[src/rtl/dcs_pkg.sv]
package dcs_pkg;

  localparam int REG_W  = 8;
  localparam int EN_BIT = 7;

  typedef enum logic [2:0] {
    A_MODE = 3'd0,
    A_STAT = 3'd1,
    A_MAIN = 3'd2,
    A_AUX  = 3'd3,
    A_RATE = 3'd4
  } addr_e;

  localparam logic [2:0] M_IDLE = 3'b001;
  localparam logic [2:0] M_CONV = 3'b010;

  typedef struct packed {
    logic busy;
    logic aux_ok;
    logic main_ok;
    logic rdy_aux;
    logic rdy_main;
  } stat_t;

endpackage

[src/rtl/dcs_regs.sv]
module dcs_regs
  import dcs_pkg::*;
#(
  parameter int                RATE_W   = 8,
  parameter logic [RATE_W-1:0] RATE_RST = 5,
  parameter logic [REG_W-1:0]  MAIN_RST = 8'h07
) (
  input  logic              clk,
  input  logic              rst_n,
  input  logic              we,
  input  logic [2:0]        addr,
  input  logic [REG_W-1:0]  wdata,
  input  logic              force_idle,
  input  stat_t             stat,
  output logic [REG_W-1:0]  rdata,
  output logic [2:0]        mode_o,
  output logic              main_en_o,
  output logic              aux_en_o,
  output logic [2:0]        aux_sel_o,
  output logic [RATE_W-1:0] rate_o,
  output logic              mode_wr_o,
  output logic              main_rst_req_o,
  output logic              aux_rst_req_o
);

  logic [2:0]        mode_q, mode_d;
  logic [REG_W-1:0]  main_q, main_d;
  logic [REG_W-1:0]  aux_q, aux_d;
  logic [RATE_W-1:0] rate_q, rate_d;
  logic              wr_mode, wr_main, wr_aux, wr_rate;

  // write decode and reset priority
  always_comb begin
    wr_mode = we && (addr == A_MODE);
    wr_main = we && (addr == A_MAIN);
    wr_aux  = we && (addr == A_AUX);
    wr_rate = we && (addr == A_RATE);
    main_rst_req_o = wr_mode || (wr_main && (main_q[EN_BIT] || wdata[EN_BIT]));
    aux_rst_req_o  = main_rst_req_o || wr_aux;
    mode_wr_o      = wr_mode;
  end

  // next state
  always_comb begin
    mode_d = mode_q;
    if (wr_mode)         mode_d = wdata[2:0];
    else if (force_idle) mode_d = M_IDLE;
    main_d = wr_main ? wdata : main_q;
    aux_d  = wr_aux  ? wdata : aux_q;
    rate_d = wr_rate ? wdata[RATE_W-1:0] : rate_q;
  end

  always_ff @(posedge clk or negedge rst_n) begin
    if (!rst_n) begin
      mode_q <= M_IDLE;
      main_q <= MAIN_RST;
      aux_q  <= '0;
      rate_q <= RATE_RST;
    end else begin
      mode_q <= mode_d;
      main_q <= main_d;
      aux_q  <= aux_d;
      rate_q <= rate_d;
    end
  end

  // read mux
  always_comb begin
    case (addr)
      A_MODE:  rdata = {{(REG_W-3){1'b0}}, mode_q};
      A_STAT:  rdata = {{(REG_W-$bits(stat_t)){1'b0}}, stat};
      A_MAIN:  rdata = main_q;
      A_AUX:   rdata = aux_q;
      A_RATE:  rdata = REG_W'(rate_q);
      default: rdata = '0;
    endcase
  end

  assign mode_o    = mode_q;
  assign main_en_o = main_q[EN_BIT];
  assign aux_en_o  = aux_q[EN_BIT];
  assign aux_sel_o = aux_q[6:4];
  assign rate_o    = rate_q;

endmodule

[src/rtl/dcs_cadence.sv]
module dcs_cadence #(
  parameter int RATE_W       = 8,
  parameter int ALIGN_EVENTS = 3
) (
  input  logic              clk,
  input  logic              rst_n,
  input  logic              main_rst_req,
  input  logic              aux_rst_req,
  input  logic              main_run,
  input  logic              aux_en,
  input  logic [RATE_W-1:0] rate_eff,
  output logic              main_evt,
  output logic              aux_evt,
  output logic              rdy_main,
  output logic              rdy_aux
);

  localparam int AW = (ALIGN_EVENTS > 1) ? $clog2(ALIGN_EVENTS) : 1;
  localparam logic [AW-1:0] ALIGN_LAST = AW'(ALIGN_EVENTS - 1);

  logic [RATE_W-1:0] cnt_q, cnt_d;
  logic [AW-1:0]     align_q, align_d;
  logic              rdy_main_q, rdy_main_d;
  logic              rdy_aux_q, rdy_aux_d;
  logic              aux_run, aligned;

  always_comb begin
    main_evt = main_run && (cnt_q >= rate_eff);
    aux_run  = aux_en && main_run;
    aligned  = (align_q == ALIGN_LAST);
    aux_evt  = aux_run && main_evt && aligned;
  end

  always_comb begin
    if (main_rst_req || !main_run || main_evt) cnt_d = '0;
    else                                       cnt_d = cnt_q + 1'b1;

    align_d = align_q;
    if (aux_rst_req)                            align_d = '0;
    else if (aux_run && main_evt && !aligned)   align_d = align_q + 1'b1;

    rdy_main_d = rdy_main_q;
    if (main_rst_req)  rdy_main_d = 1'b0;
    else if (main_evt) rdy_main_d = 1'b1;

    rdy_aux_d = rdy_aux_q;
    if (aux_rst_req)  rdy_aux_d = 1'b0;
    else if (aux_evt) rdy_aux_d = 1'b1;
  end

  always_ff @(posedge clk or negedge rst_n) begin
    if (!rst_n) begin
      cnt_q      <= '0;
      align_q    <= '0;
      rdy_main_q <= 1'b0;
      rdy_aux_q  <= 1'b0;
    end else begin
      cnt_q      <= cnt_d;
      align_q    <= align_d;
      rdy_main_q <= rdy_main_d;
      rdy_aux_q  <= rdy_aux_d;
    end
  end

  assign rdy_main = rdy_main_q;
  assign rdy_aux  = rdy_aux_q;

endmodule

[src/rtl/dcs_cal.sv]
module dcs_cal #(
  parameter int         CAL_CYCLES = 16,
  parameter logic [2:0] TEMP_SEL   = 3'b111
) (
  input  logic       clk,
  input  logic       rst_n,
  input  logic       mode_wr,
  input  logic [2:0] wmode,
  input  logic [2:0] aux_sel,
  output logic       busy_o,
  output logic       done_o,
  output logic       cal_wr_o,
  output logic [1:0] pair_o,
  output logic       main_ok_o,
  output logic       aux_ok_o
);

  localparam int CW = (CAL_CYCLES > 1) ? $clog2(CAL_CYCLES) : 1;
  localparam logic [CW-1:0] LAST = CW'(CAL_CYCLES - 1);

  logic          busy_q, busy_d;
  logic [CW-1:0] cnt_q, cnt_d;
  logic [1:0]    kind_q, kind_d;
  logic          main_ok_q, main_ok_d;
  logic          aux_ok_q, aux_ok_d;
  logic          wr_q;
  logic          req_cal, blocked, done;

  always_comb begin
    req_cal = mode_wr && wmode[2];
    blocked = wmode[1] && (aux_sel == TEMP_SEL);
    done    = busy_q && (cnt_q == LAST) && !mode_wr;
  end

  always_comb begin
    busy_d    = busy_q;
    cnt_d     = cnt_q;
    kind_d    = kind_q;
    main_ok_d = main_ok_q;
    aux_ok_d  = aux_ok_q;
    if (mode_wr) begin
      busy_d = req_cal && !blocked;
      cnt_d  = '0;
      if (req_cal) begin
        kind_d    = wmode[1:0];
        main_ok_d = 1'b0;
        aux_ok_d  = 1'b0;
      end
    end else if (done) begin
      busy_d = 1'b0;
      if (kind_q[1]) aux_ok_d  = 1'b1;
      else           main_ok_d = 1'b1;
    end else if (busy_q) begin
      cnt_d = cnt_q + 1'b1;
    end
  end

  always_ff @(posedge clk or negedge rst_n) begin
    if (!rst_n) begin
      busy_q    <= 1'b0;
      cnt_q     <= '0;
      kind_q    <= '0;
      main_ok_q <= 1'b0;
      aux_ok_q  <= 1'b0;
      wr_q      <= 1'b0;
    end else begin
      busy_q    <= busy_d;
      cnt_q     <= cnt_d;
      kind_q    <= kind_d;
      main_ok_q <= main_ok_d;
      aux_ok_q  <= aux_ok_d;
      wr_q      <= done;
    end
  end

  assign busy_o    = busy_q;
  assign done_o    = done;
  assign cal_wr_o  = wr_q;
  assign pair_o    = kind_q;
  assign main_ok_o = main_ok_q;
  assign aux_ok_o  = aux_ok_q;

endmodule

[src/rtl/dualconv_seq.sv]
module dualconv_seq
  import dcs_pkg::*;
#(
  parameter int                CAL_CYCLES   = 16,
  parameter int                RATE_W       = 8,
  parameter logic [RATE_W-1:0] RATE_RST     = 5,
  parameter logic [REG_W-1:0]  MAIN_RST     = 8'h07,
  parameter logic [2:0]        TEMP_SEL     = 3'b111,
  parameter int                ALIGN_EVENTS = 3,
  parameter int                SYNC_STAGES  = 2
) (
  input  logic              clk,
  input  logic              rst_n,
  input  logic              reg_we,
  input  logic [2:0]        reg_addr,
  input  logic [REG_W-1:0]  reg_wdata,
  output logic [REG_W-1:0]  reg_rdata,
  output logic              main_rst_o,
  output logic              aux_rst_o,
  output logic              main_result_o,
  output logic              aux_result_o,
  output logic              cal_wr_o,
  output logic [1:0]        cal_pair_o,
  output logic [RATE_W-1:0] rate_eff_o
);

  logic [SYNC_STAGES-1:0] sync_q;
  logic                   srst_n;

  always_ff @(posedge clk or negedge rst_n) begin
    if (!rst_n) sync_q <= '0;
    else        sync_q <= {sync_q[SYNC_STAGES-2:0], 1'b1};
  end
  assign srst_n = sync_q[SYNC_STAGES-1];

  logic [2:0]        mode_q;
  logic              main_en, aux_en, mode_wr;
  logic [2:0]        aux_sel;
  logic [RATE_W-1:0] rate_q;
  logic              main_rst_req, aux_rst_req;
  logic              cal_busy, cal_done, main_ok, aux_ok;
  logic              rdy_main, rdy_aux, main_run;
  logic              main_rst_q, aux_rst_q;
  stat_t             stat;

  always_comb begin
    stat.busy     = cal_busy;
    stat.aux_ok   = aux_ok;
    stat.main_ok  = main_ok;
    stat.rdy_aux  = rdy_aux;
    stat.rdy_main = rdy_main;
    main_run      = main_en && (mode_q == M_CONV);
    rate_eff_o    = cal_busy ? '1 : rate_q;
  end

  dcs_regs #(
    .RATE_W  (RATE_W),
    .RATE_RST(RATE_RST),
    .MAIN_RST(MAIN_RST)
  ) u_regs (
    .clk           (clk),
    .rst_n         (srst_n),
    .we            (reg_we),
    .addr          (reg_addr),
    .wdata         (reg_wdata),
    .force_idle    (cal_done),
    .stat          (stat),
    .rdata         (reg_rdata),
    .mode_o        (mode_q),
    .main_en_o     (main_en),
    .aux_en_o      (aux_en),
    .aux_sel_o     (aux_sel),
    .rate_o        (rate_q),
    .mode_wr_o     (mode_wr),
    .main_rst_req_o(main_rst_req),
    .aux_rst_req_o (aux_rst_req)
  );

  dcs_cadence #(
    .RATE_W      (RATE_W),
    .ALIGN_EVENTS(ALIGN_EVENTS)
  ) u_cad (
    .clk         (clk),
    .rst_n       (srst_n),
    .main_rst_req(main_rst_req),
    .aux_rst_req (aux_rst_req),
    .main_run    (main_run),
    .aux_en      (aux_en),
    .rate_eff    (rate_eff_o),
    .main_evt    (main_result_o),
    .aux_evt     (aux_result_o),
    .rdy_main    (rdy_main),
    .rdy_aux     (rdy_aux)
  );

  dcs_cal #(
    .CAL_CYCLES(CAL_CYCLES),
    .TEMP_SEL  (TEMP_SEL)
  ) u_cal (
    .clk      (clk),
    .rst_n    (srst_n),
    .mode_wr  (mode_wr),
    .wmode    (reg_wdata[2:0]),
    .aux_sel  (aux_sel),
    .busy_o   (cal_busy),
    .done_o   (cal_done),
    .cal_wr_o (cal_wr_o),
    .pair_o   (cal_pair_o),
    .main_ok_o(main_ok),
    .aux_ok_o (aux_ok)
  );

  // registered reset pulses toward the converters
  always_ff @(posedge clk or negedge srst_n) begin
    if (!srst_n) begin
      main_rst_q <= 1'b0;
      aux_rst_q  <= 1'b0;
    end else begin
      main_rst_q <= main_rst_req;
      aux_rst_q  <= aux_rst_req;
    end
  end
  assign main_rst_o = main_rst_q;
  assign aux_rst_o  = aux_rst_q;

endmodule

[config.mk]
export PLATFORM = sky130hd
export DESIGN_NAME = dualconv_seq
export DESIGN_NICKNAME = d
export VERILOG_FILES = /design/src/rtl/dcs_pkg.sv /design/src/rtl/dcs_regs.sv /design/src/rtl/dcs_cadence.sv /design/src/rtl/dcs_cal.sv /design/src/rtl/dualconv_seq.sv
export SDC_FILE = /design/constraint.sdc
export NUM_CORES = 1
export LEC_CHECK = 0
export ABC_AREA = 1
export BUFFER_PORTS_ARGS = -buffer_cell sky130_fd_sc_hd__buf_2
export CORE_UTILIZATION = 64
export CTS_BUF_LIST = sky130_fd_sc_hd__clkbuf_8
export DETAILED_ROUTE_END_ITERATION = 12
export PLACE_DENSITY = 0.85
export SLEW_MARGIN = 10
export SYNTH_ARGS = -nofsm -noshare
export SYNTH_HDL_FRONTEND = slang
export SYNTH_SLANG_ARGS = --single-unit
[constraint.sdc]
create_clock -name clk -period 6.3 [get_ports clk]
set_input_delay 1.89 -clock clk [delete_from_list [all_inputs] [get_ports clk]]
set_output_delay 1.89 -clock clk [all_outputs]
set_load 0.02 [all_outputs]
==> out/summary.txt, run 1 <==
PLACEMENT
---------------------------------------------------------------------------------
DP Wirelength ......................................................      4.25 mm
Number of port buffers .............................................           36
Routability congestion estimate ....................................        0.843
Pre-CTS setup slack ................................................      1360 ps
Placed cell count ..................................................          397

WORST SETUP PATH
---------------------------------------------------------------------------------
Worst reg2reg startpoint ........................................... u_cal.busy_o$_DFFE_PN0P_
Classification of the worst setup path .............................    in -> out
Register-to-register path setup slack ..............................      4220 ps
Critical path capture point type ...................................   output pin
Type of element launching the critical path ........................    input pin
FF-to-FF path depth ................................................           11
Critical Path RT ...................................................      4410 ps
Endpoint of the lowest-slack register-to-register path ............. u_cad.cnt_q[4]$_DFF_PN0_
Critical Path Fanout Max ...........................................            5
Data arrival time at the worst-slack endpoint ......................      3100 ps

YOSYS
---------------------------------------------------------------------------------
Share of synthesized flip-flops with an asynchronous set or reset ..         100%
Synth unique cells .................................................           41
Largest cells by area after synthesis .............................. sky130_fd_sc_hd__dfrtp_1, sky130_fd_sc_hd__nand2_1, sky130_fd_sc_hd__inv_1
Cell accounting for the most synthesized area ...................... sky130_fd_sc_hd__dfrtp_1
Synthesized area per cell ..........................................     8.59 um2
Total nets after synthesis .........................................          339
Number of flip-flops and latches in the synthesized netlist ........           53
Sequential share of the synthesized area ...........................        49.5%
Primary FF master, synth ........................................... sky130_fd_sc_hd__dfrtp_1
Number of flops mapped to enable cells by yosys ....................            0
Top cell types by occurrence after synthesis ....................... sky130_fd_sc_hd__nand2_1, sky130_fd_sc_hd__inv_1, sky130_fd_sc_hd__dfrtp_1
Number of cells produced by synthesis ..............................          314
Portion of synthesized cell area occupied by the leading cell type .        43.6%
Warnings from Yosys ................................................            0
Netlist area before placement ......................................     2700 um2
Most frequently used cell type in the post-synthesis netlist ....... sky130_fd_sc_hd__nand2_1

STA
---------------------------------------------------------------------------------
Sum Neg Setup Slack ................................................         0 ps
Final period utilization ...........................................        79.3%
Post-Route Skew ....................................................      7.90 ps
Worst path setup slack after routing ...............................      1310 ps
Max-slew headroom at the worst pin .................................        29.2%
Slew of the pin with the lowest slew margin ........................      1060 ps
Slew Limit Fails ...................................................            0
Unrepaired setup endpoints after global routing ....................        false
Post-layout minimum cycle time .....................................      4990 ps
Number of setup violations in the final report .....................            0
Hold Vio Cnt, Final ................................................            0
Achievable clock frequency .........................................      200 MHz

FINAL LAYOUT
---------------------------------------------------------------------------------
Register cell area after layout ....................................     1340 um2
Area of the multi-input gates ......................................     1140 um2
Post-layout utilization of the core ................................        75.4%
Number of nets in the finished design ..............................          379
Fill cell instance count of the final layout .......................          289
Final antenna diode count ..........................................            0
Syn-to-layout area delta ...........................................        12.7%
Fraction of final layout cells with drive strength greater than 1 ..        22.0%
Final instance count without filler cells ..........................          405

DETAILED ROUTING
---------------------------------------------------------------------------------
Number of antenna-violating nets in the routed design ..............            0
Routed wire length .................................................      5.70 mm
Starting DRT DRC Count .............................................          179
Count of TritonRoute iterations in the first routing pass ..........            4
Average via count per standard cell ................................         5.44
Vias ...............................................................         2205
Final routed wire length divided by cell count .....................      14.1 um
Remaining DRCs .....................................................            0

GLOBAL ROUTE
---------------------------------------------------------------------------------
First-pass GRT wire length .........................................      9.52 mm
Overall routing resource usage .....................................        29.3%
Grt total ovfl .....................................................            0
Vias in the first global route .....................................         2072
Pin count of the biggest net entering global routing ...............           52
Initial antenna violation count ....................................            0

POWER AND IR DROP
---------------------------------------------------------------------------------
Leakage Power ......................................................      1.63 nW
Max rail drop VDD ..................................................     0.200 mV
Power density over cell area .......................................   297 nW/um2

STATUS
---------------------------------------------------------------------------------
Run status .........................................................    completed

MIN PATH
---------------------------------------------------------------------------------
Worst hold path type ...............................................   reg -> reg
Hold Crit Start .................................................... sync_q[0]$_DFF_PN0_
Worst hold stages ..................................................            0
Terminating pin of the worst hold path ............................. sync_q[1]$_DFF_PN0_

CLOCKING
---------------------------------------------------------------------------------
Hold-fix buffers at CTS ............................................            0
Buffer cell driving the clock tree root ............................ sky130_fd_sc_hd__clkbuf_8
Number of clock sinks seen by CTS ..................................           53
Clock latency at the later pin of the worst-skew pair ..............       310 ps
Post-CTS Repair Setup Buffers ......................................            0
Clock tree from TritonCTS ..........................................        built
CTS max path bufs ..................................................            2
Clock transition at the registers of the reported paths ............       100 ps
Clock buffer count from CTS ........................................            5
Resized cells post-CTS .............................................            0
Maximum level of the CTS H-tree ....................................            2

FLOORPLANNING
---------------------------------------------------------------------------------
Die span in y ......................................................      66.9 um
Initial Utilization ................................................        66.9%
Std cell rows ......................................................           23
Die Wd .............................................................      66.9 um
Area inside the core boundary ......................................     4030 um2
Die Footprint ......................................................     4480 um2
I/O pins ...........................................................           37

FLOW RUN
---------------------------------------------------------------------------------
Max-cap check violation count ......................................            0

routing by layer:
layer | share of wire [%] | vias to the layer above | track usage (%)
li1 | - | 1081 | -
met1 | 45 | 1061 | 40.0
met2 | 49 | 59 | 46.0
met3 | 4.4 | 4 | 6.34
met4 | 0.79 | 0 | 10.1
met5 | 0 | - | 0
placed cells by master, fill, tap and decap left out, drive strengths merged, types with 2 or more instances in the layout:
cell,Yosys,layout
nor2,29,29
nor3,4,4
o211ai,3,3
nand4,5,5
a21oi,7,7
inv,56,57
dfrtp,47,47
or2,2,2
nand3,10,10
buf,2,36
nor3b,2,2
nand2,82,82
dfstp,6,6
o21ai,34,34
ha,11,11
clkbuf,1,5
final cells by class:
type / count / share of cell area (%)
flip-flops and latches: 53 / 43.9
repair buffers: 36 / 5.93
clock inverters: 3 / 1.40
well taps: 50 / 2.06
inverters: 56 / 7.00
multi-input cells: 202 / 37.4
clock buffers: 5 / 2.27
where the power goes:
group,switching (mW),internal (mW),total [mW]
registers,0.0540,0.405,0.459
logic,0.132,0.0804,0.212
clock network,0.113,0.118,0.231
state kept, by name, indices dropped and copies added (netlist names):
| name | cells |
|---|---|
| aux_rst_o | 1 |
| u_cad.align_q | 2 |
| u_regs.aux_q | 8 |
| u_cal.aux_ok_o | 1 |
| u_cal.cnt_q | 4 |
| u_regs.rate_o | 8 |
| u_cal.main_ok_o | 1 |
| u_cad.rdy_aux | 1 |
| main_rst_o | 1 |
| u_cad.cnt_q | 8 |
| u_cal.busy_o | 1 |
| sync_q | 2 |
| u_cal.cal_wr_o | 1 |
| u_cal.pair_o | 2 |
| u_regs.main_q | 8 |
| u_cad.rdy_main | 1 |
| u_regs.mode_o | 3 |
per-stage QoR:
step                      hold slack (ps)  total power [mW]  instance area [um2]
after global routing                  372             0.955                 3040
after floorplan                       331             0.605                 2700
after CTS                             370             0.904                 3040
after global placement                337             0.665                 2930
final                                 365             0.903                 3040
after detailed placement              345             0.676                 2930
worst max-delay path by stage:
stage / to / slack, ps / start / cells past startpoint
4_1_cts: reg_rdata[2] / 1350 / reg_addr[0] / 8
6_report: reg_rdata[2] / 1310 / reg_addr[1] / 7
5_1_grt: reg_rdata[2] / 1210 / reg_addr[0] / 8
2_1_floorplan: reg_rdata[2] / 1680 / reg_addr[0] / 5
3_3_place_gp: reg_rdata[2] / 1430 / reg_addr[1] / 7
3_5_place_dp: reg_rdata[2] / 1360 / reg_addr[0] / 8
kinds of logic (layout without fill, tap and decap cells):
family | after synthesis | count (layout) | share of synthesized area, %
other | 1 | 1 | 0.139
buffers and inverters | 59 | 100 | 8.40
muxes | 1 | 1 | 0.418
AOI/OAI and AO/OA | 51 | 51 | 11.1
xor gates and xnor gates | 2 | 2 | 0.650
and+or+nand+nor | 136 | 136 | 24.7
DFF | 53 | 53 | 49.5
adders and majority gates | 11 | 11 | 5.10
critical path: stages:
cell                       delay (ps)
sky130_fd_sc_hd__buf_2            130
sky130_fd_sc_hd__nor3_1           540
sky130_fd_sc_hd__nand2_1          120
sky130_fd_sc_hd__nand2_1          100
sky130_fd_sc_hd__a221oi_1          40
sky130_fd_sc_hd__o21ai_0           90
sky130_fd_sc_hd__buf_2            190
Note: power is estimated with default switching activity, not from simulation.
==> inputs of run 2 (changes only) <==
ABC_AREA = 0   (was 1)
CORE_UTILIZATION = 53   (was 64)
PLACE_DENSITY = 0.76   (was 0.85)
clock period = 4.1 ns   (was 6.3 ns; I/O delays follow)
==> out/summary.txt, run 2 <==
GLOBAL ROUTE
---------------------------------------------------------------------------------
Initial antenna violation count ....................................            0
Pin count of the biggest net entering global routing ...............           52
Overall routing resource usage .....................................        21.7%
First-pass GRT wire length .........................................      8.63 mm
Grt total ovfl .....................................................            0
Vias in the first global route .....................................         1779

WORST SETUP PATH
---------------------------------------------------------------------------------
FF-to-FF path depth ................................................            8
Worst reg2reg startpoint ........................................... u_cal.busy_o$_DFFE_PN0P_
Cells along the critical path ...................................... or2_2 > ha_1 > nand2b_1 > a2111oi_0 > o311a_1 > nor3_1 > buf_2
Endpoint of the lowest-slack register-to-register path ............. u_cad.align_q[0]$_DFFE_PN0P_
Top cell family by delay on the critical path ...................... compound AO/OA/AOI/OAI gates
Type of element launching the critical path ........................     register
Data arrival time at the worst-slack endpoint ......................      2570 ps
Register-to-register path setup slack ..............................      1610 ps
Crit path largest cell delay .......................................       550 ps
Critical Path RT ...................................................      2870 ps
Slowest stage cell on the critical path ............................ sky130_fd_sc_hd__dfrtp_1
Critical path capture point type ...................................   output pin
Classification of the worst setup path .............................   reg -> out
Total buffers and inverters traversed by the critical path .........            1
Critical Path Fanout Max ...........................................           14

PLACEMENT
---------------------------------------------------------------------------------
DP Wirelength ......................................................      3.81 mm
Pre-CTS setup slack ................................................       499 ps
Number of port buffers .............................................           36
Routability congestion estimate ....................................        0.844

STA
---------------------------------------------------------------------------------
Achievable clock frequency .........................................      263 MHz
Number of setup violations in the final report .....................            0
Post-layout minimum cycle time .....................................      3800 ps
Max-slew headroom at the worst pin .................................        29.3%
Sum Neg Setup Slack ................................................         0 ps
Slew of the pin with the lowest slew margin ........................      1060 ps
Worst path setup slack after routing ...............................       296 ps
Post-Route Skew ....................................................      7.88 ps
Unrepaired setup endpoints after global routing ....................        false
Final period utilization ...........................................        92.8%
Slew Limit Fails ...................................................            0
Hold Vio Cnt, Final ................................................            0

FINAL LAYOUT
---------------------------------------------------------------------------------
Final antenna diode count ..........................................            0
Number of nets in the finished design ..............................          297
Most common cell after layout, fill and taps aside ................. sky130_fd_sc_hd__dfrtp_1
Fill cell instance count of the final layout .......................          379
Fraction of final layout cells with drive strength greater than 1 ..        33.3%
Syn-to-layout area delta ...........................................        12.7%
Most used cells in the layout excluding fill and tap cells ......... sky130_fd_sc_hd__dfrtp_1, sky130_fd_sc_hd__buf_2, sky130_fd_sc_hd__mux2_2

YOSYS
---------------------------------------------------------------------------------
Sequential share of the synthesized area ...........................        51.0%
Top cell types by occurrence after synthesis ....................... sky130_fd_sc_hd__dfrtp_1, sky130_fd_sc_hd__mux2_2, sky130_fd_sc_hd__nor2_1
Share of synthesized flip-flops with an asynchronous set or reset ..         100%
Total nets after synthesis .........................................          259
Cell accounting for the most synthesized area ...................... sky130_fd_sc_hd__dfrtp_1
Number of flip-flops and latches in the synthesized netlist ........           53
Largest cells by area after synthesis .............................. sky130_fd_sc_hd__dfrtp_1, sky130_fd_sc_hd__mux2_2, sky130_fd_sc_hd__dfstp_2
Warnings from Yosys ................................................            0
Most frequently used cell type in the post-synthesis netlist ....... sky130_fd_sc_hd__dfrtp_1
Netlist area before placement ......................................     2620 um2
Synthesized area per cell ..........................................     11.2 um2
Portion of synthesized cell area occupied by the leading cell type .        45.0%
Synth unique cells .................................................           46
Number of flops mapped to enable cells by yosys ....................            0
Number of cells produced by synthesis ..............................          234
Primary FF master, synth ........................................... sky130_fd_sc_hd__dfrtp_1

MIN PATH
---------------------------------------------------------------------------------
Worst hold stages ..................................................            0
Hold Crit Start .................................................... sync_q[0]$_DFF_PN0_
Worst hold path type ...............................................   reg -> reg
Terminating pin of the worst hold path ............................. sync_q[1]$_DFF_PN0_

DETAILED ROUTING
---------------------------------------------------------------------------------
Vias ...............................................................         1823
Average via count per standard cell ................................         5.36
Final routed wire length divided by cell count .....................      15.1 um
Number of antenna-violating nets in the routed design ..............            0
Starting DRT DRC Count .............................................           82
Remaining DRCs .....................................................            0
Count of TritonRoute iterations in the first routing pass ..........            4
Routed wire length .................................................      5.12 mm

CLOCKING
---------------------------------------------------------------------------------
Clock latency at the later pin of the worst-skew pair ..............       300 ps
CTS max path bufs ..................................................            2
Clock transition at the registers of the reported paths ............       100 ps
Clock tree from TritonCTS ..........................................        built
Resized cells post-CTS .............................................            0
Buffer cell driving the clock tree root ............................ sky130_fd_sc_hd__clkbuf_8
Hold-fix buffers at CTS ............................................            0
Maximum level of the CTS H-tree ....................................            2
Post-CTS Repair Setup Buffers ......................................            0
Number of clock sinks seen by CTS ..................................           53
Clock buffer count from CTS ........................................            5

FLOORPLANNING
---------------------------------------------------------------------------------
Die Footprint ......................................................     5220 um2
Std cell rows ......................................................           25
Die span in y ......................................................      72.3 um
Die Wd .............................................................      72.3 um
Area inside the core boundary ......................................     4720 um2
Initial Utilization ................................................        55.4%
I/O pins ...........................................................           37

POWER AND IR DROP
---------------------------------------------------------------------------------
Leakage Power ......................................................      1.41 nW
Max rail drop VDD ..................................................     0.276 mV
Power density over cell area .......................................   455 nW/um2

STATUS
---------------------------------------------------------------------------------
Run status .........................................................    completed

FLOW RUN
---------------------------------------------------------------------------------
Max-cap check violation count ......................................            0

[run 2: cell types whose count changed after synthesis, sizes merged, moves of 3 or more]
cell,change
o21ai,-24
nand2,-67
a22oi,+4
clkbuf,+3
mux2,+25
nor2,-7
nand2b,+3
mux2i,+6
xor2,+4
inv,-45
and3,+3
o22ai,+4
[run 2: worst max path at each step]
stage,startpoint,depth (start not counted),end,slack (ps)
6_report,u_cal.busy_o$_DFFE_PN0P_,7,aux_result_o,300
3_5_place_dp,u_cal.busy_o$_DFFE_PN0P_,7,aux_result_o,500
2_1_floorplan,u_cal.busy_o$_DFFE_PN0P_,7,aux_result_o,520
4_1_cts,u_cal.busy_o$_DFFE_PN0P_,7,aux_result_o,150
5_1_grt,u_cal.busy_o$_DFFE_PN0P_,7,aux_result_o,20
3_3_place_gp,u_cal.busy_o$_DFFE_PN0P_,7,aux_result_o,510
[run 2: per-layer routing]
layer | wire length, um | global-route usage (%)
met1 | 2540 | 31.5
met2 | 2330 | 34.0
met3 | 214 | 4.58
met4 | 31 | 4.58
met5 | 0 | 0
[run 2: layout make-up]
| class | count | area (um2) | share of cell area [%] |
|---|---|---|---|
| sequential | 53 | 1340 | 45.3 |
| multi-input combinational | 162 | 1190 | 40.5 |
| timing repair buffer | 39 | 203 | 6.87 |
| tap | 67 | 83.8 | 2.84 |
| clock buffer | 5 | 68.8 | 2.33 |
| inverter | 11 | 41.3 | 1.40 |
| clock inverter | 3 | 22.5 | 0.764 |
[run 2: power breakdown]
part           switching, mW  internal [mW]
sequential            0.0915          0.627
clock                  0.172          0.121
combinational          0.178          0.152
total                  0.441          0.900
[run 2: cells by family after synthesis]
logic type | count (synthesis) | share of synthesized area, %
and+or+nand+nor | 74 | 14.8
DFF | 53 | 51.0
AOI/OAI and AO/OA | 36 | 8.80
muxes | 33 | 14.3
buffers and inverters | 19 | 3.35
adders and majority gates | 11 | 5.26
xor gates and xnor gates | 7 | 2.34
other | 1 | 0.143
[run 2: metrics by stage]
stage	utilization [%]	instances	instance area [um2]	hold slack (ps)	total power [mW]
2_1_floorplan	-	234	2620	331	0.947
3_3_place_gp	60.2	330	2840	341	1.04
3_5_place_dp	60.2	330	2840	346	1.06
4_1_cts	62.1	338	2930	369	1.35
5_1_grt	62.4	340	2950	371	1.43
6_report	62.4	340	2950	363	1.34
==> inputs of run 3 (changes only) <==
CORE_ASPECT_RATIO = 1.5   (was unset)
RECOVER_POWER = 50   (was unset)
==> out/summary.txt, run 3 (synthesis gave the netlist of run 2 again) <==
CLOCKING
--------------------------------------------------------------------------------
Clock transition at the registers of the reported paths ...........        90 ps
Number of clock sinks seen by CTS .................................           53
Clock latency at the later pin of the worst-skew pair .............       310 ps
CTS max path bufs .................................................            2
Buffer cell driving the clock tree root ........................... sky130_fd_sc_hd__clkbuf_8
Post-CTS Repair Setup Buffers .....................................            0
Hold-fix buffers at CTS ...........................................            0
Resized cells post-CTS ............................................            0
Clock buffer count from CTS .......................................            5
Maximum level of the CTS H-tree ...................................            2
Clock tree from TritonCTS .........................................        built

WORST SETUP PATH
--------------------------------------------------------------------------------
Type of element launching the critical path .......................     register
Critical path capture point type ..................................   output pin
Data arrival time at the worst-slack endpoint .....................      2570 ps
FF-to-FF path depth ...............................................            7
Classification of the worst setup path ............................   reg -> out
Critical Path RT ..................................................      2870 ps
Critical Path Fanout Max ..........................................           11

POWER AND IR DROP
--------------------------------------------------------------------------------
Leakage Power .....................................................      1.40 nW
Net load switching power ..........................................       434 uW
Power density over cell area ......................................   479 nW/um2
Design internal power .............................................       978 uW
Sequential power share ............................................        50.3%
Combinational cell fraction of total power ........................        24.0%
Share of total power consumed by net switching ....................        30.7%
Proportion of power drawn by the clock network ....................        25.7%
Max rail drop VDD .................................................     0.267 mV

FLOORPLANNING
--------------------------------------------------------------------------------
Die span in y .....................................................      88.1 um
Die Wd ............................................................      59.4 um
Die Footprint .....................................................     5230 um2
Std cell rows .....................................................           31
Area inside the core boundary .....................................     4770 um2
I/O pins ..........................................................           37
Initial Utilization ...............................................        54.8%

MIN PATH
--------------------------------------------------------------------------------
Worst hold stages .................................................            0
Worst hold path type ..............................................   reg -> reg

FINAL LAYOUT
--------------------------------------------------------------------------------
Final instance count without filler cells .........................          338
Syn-to-layout area delta ..........................................        12.8%
Post-layout utilization of the core ...............................        61.8%
Number of nets in the finished design .............................          296
Fill cell instance count of the final layout ......................          437
Final antenna diode count .........................................            0
Fraction of final layout cells with drive strength greater than 1 .        30.9%
Most common cell after layout, fill and taps aside ................ sky130_fd_sc_hd__dfrtp_1
Most used cells in the layout excluding fill and tap cells ........ sky130_fd_sc_hd__dfrtp_1, sky130_fd_sc_hd__buf_2, sky130_fd_sc_hd__mux2_2

PLACEMENT
--------------------------------------------------------------------------------
DP Wirelength .....................................................      3.90 mm
Number of port buffers ............................................           36
Routability congestion estimate ...................................        0.813
Placed cell count .................................................          330

STA
--------------------------------------------------------------------------------
Sum Neg Setup Slack ...............................................         0 ps
Final period utilization ..........................................        92.6%
Post-layout minimum cycle time ....................................      3800 ps
Post-Route Skew ...................................................      12.3 ps
Slew of the pin with the lowest slew margin .......................      1980 ps
Max-slew headroom at the worst pin ................................       -32.2%
Achievable clock frequency ........................................      263 MHz
Slew Limit Fails ..................................................           52
Number of setup violations in the final report ....................            0
Hold Vio Cnt, Final ...............................................            0
Unrepaired setup endpoints after global routing ...................        false

DETAILED ROUTING
--------------------------------------------------------------------------------
Starting DRT DRC Count ............................................           45
Routed wire length ................................................      5.28 mm
Count of TritonRoute iterations in the first routing pass .........            4
Vias ..............................................................         1895
Remaining DRCs ....................................................            0
Final routed wire length divided by cell count ....................      15.6 um
Number of antenna-violating nets in the routed design .............            0
Average via count per standard cell ...............................         5.61

FLOW RUN
--------------------------------------------------------------------------------
Max-cap check violation count .....................................            1

GLOBAL ROUTE
--------------------------------------------------------------------------------
First-pass GRT wire length ........................................      8.39 mm
Initial antenna violation count ...................................            0
Grt total ovfl ....................................................            0
Pin count of the biggest net entering global routing ..............           52
Overall routing resource usage ....................................        21.8%
Vias in the first global route ....................................         1847

STATUS
--------------------------------------------------------------------------------
Run status ........................................................ finished with violations
Violations in the final reports ................................... capacitance limit, slew limit

run 3: cell types whose count changed in the layout (fill, tap and decap cells not counted):
cell,previous run,this run
sky130_fd_sc_hd__buf_2,36,34
sky130_fd_sc_hd__clkbuf_8,5,6
sky130_fd_sc_hd__inv_1,10,11
sky130_fd_sc_hd__bufinv_16,0,1
sky130_fd_sc_hd__dfrtp_1,46,47
sky130_fd_sc_hd__clkbuf_1,0,3
sky130_fd_sc_hd__clkinv_4,2,0
sky130_fd_sc_hd__dfrtp_2,1,0
sky130_fd_sc_hd__nand2b_4,1,0
sky130_fd_sc_hd__buf_4,3,1
sky130_fd_sc_hd__nand2b_1,2,3
sky130_fd_sc_hd__clkinv_2,1,0
run 3: layout make-up:
type	count	area (um2)	share of cell area (%)
Timing Repair Buffer	38	189	6.40
Inverter	11	41.3	1.40
Multi-Input combinational cell	162	1190	40.2
Tap cell	66	82.6	2.80
Clock buffer	6	82.6	2.80
Sequential cell	53	1330	45.2
Clock inverter	2	33.8	1.15
run 3: final timing paths:
path                                          start                           to  slack [ps]
min in group asynchronous                     rst_n          sync_q[0]$_DFF_PN0_         680
max reg2reg                u_cal.busy_o$_DFFE_PN0P_     u_cad.cnt_q[3]$_DFF_PN0_        1710
min                             sync_q[0]$_DFF_PN0_          sync_q[1]$_DFF_PN0_         360
max                        u_cal.busy_o$_DFFE_PN0P_                 aux_result_o         300
max in group asynchronous       sync_q[1]$_DFF_PN0_  u_regs.aux_q[0]$_DFFE_PN0P_        2120
min reg2reg                     sync_q[0]$_DFF_PN0_          sync_q[1]$_DFF_PN0_         360
run 3: through the flow:
step,setup slack (ps),cell area [um2],total power [mW],hold WS [ps]
after CTS,340,2970,1.42,363
after floorplan,518,2620,0.947,331
after global routing,196,2950,1.49,375
after detailed placement,525,2850,1.06,340
after global placement,580,2850,1.05,338
final,304,2950,1.41,360
run 3: worst max-delay path, cell delays in order, from the launching register on:
cell                      delay, ps
sky130_fd_sc_hd__dfrtp_1        420
sky130_fd_sc_hd__buf_4          190
sky130_fd_sc_hd__or2_2          310
sky130_fd_sc_hd__inv_1           80
sky130_fd_sc_hd__ha_1           160
sky130_fd_sc_hd__nand4_1        110
sky130_fd_sc_hd__o311a_1        450
sky130_fd_sc_hd__nor3_1         320
sky130_fd_sc_hd__buf_2          230
run 3: power by group through the flow:
stage	combinational, mW	sequential, mW	clock (mW)
2_1_floorplan	0.249	0.699	0
3_3_place_gp	0.331	0.717	0
3_5_place_dp	0.339	0.720	0
4_1_cts	0.342	0.709	0.368
5_1_grt	0.374	0.724	0.389
6_report	0.339	0.711	0.362
run 3: metal layers:
metal	global-route usage, %	share of wire, %	vias up
met4	10.6	2.3	0
met5	0	0	-
met1	24.2	39	939
met3	3.99	4.9	12
li1	-	-	896
met2	39.1	54	48
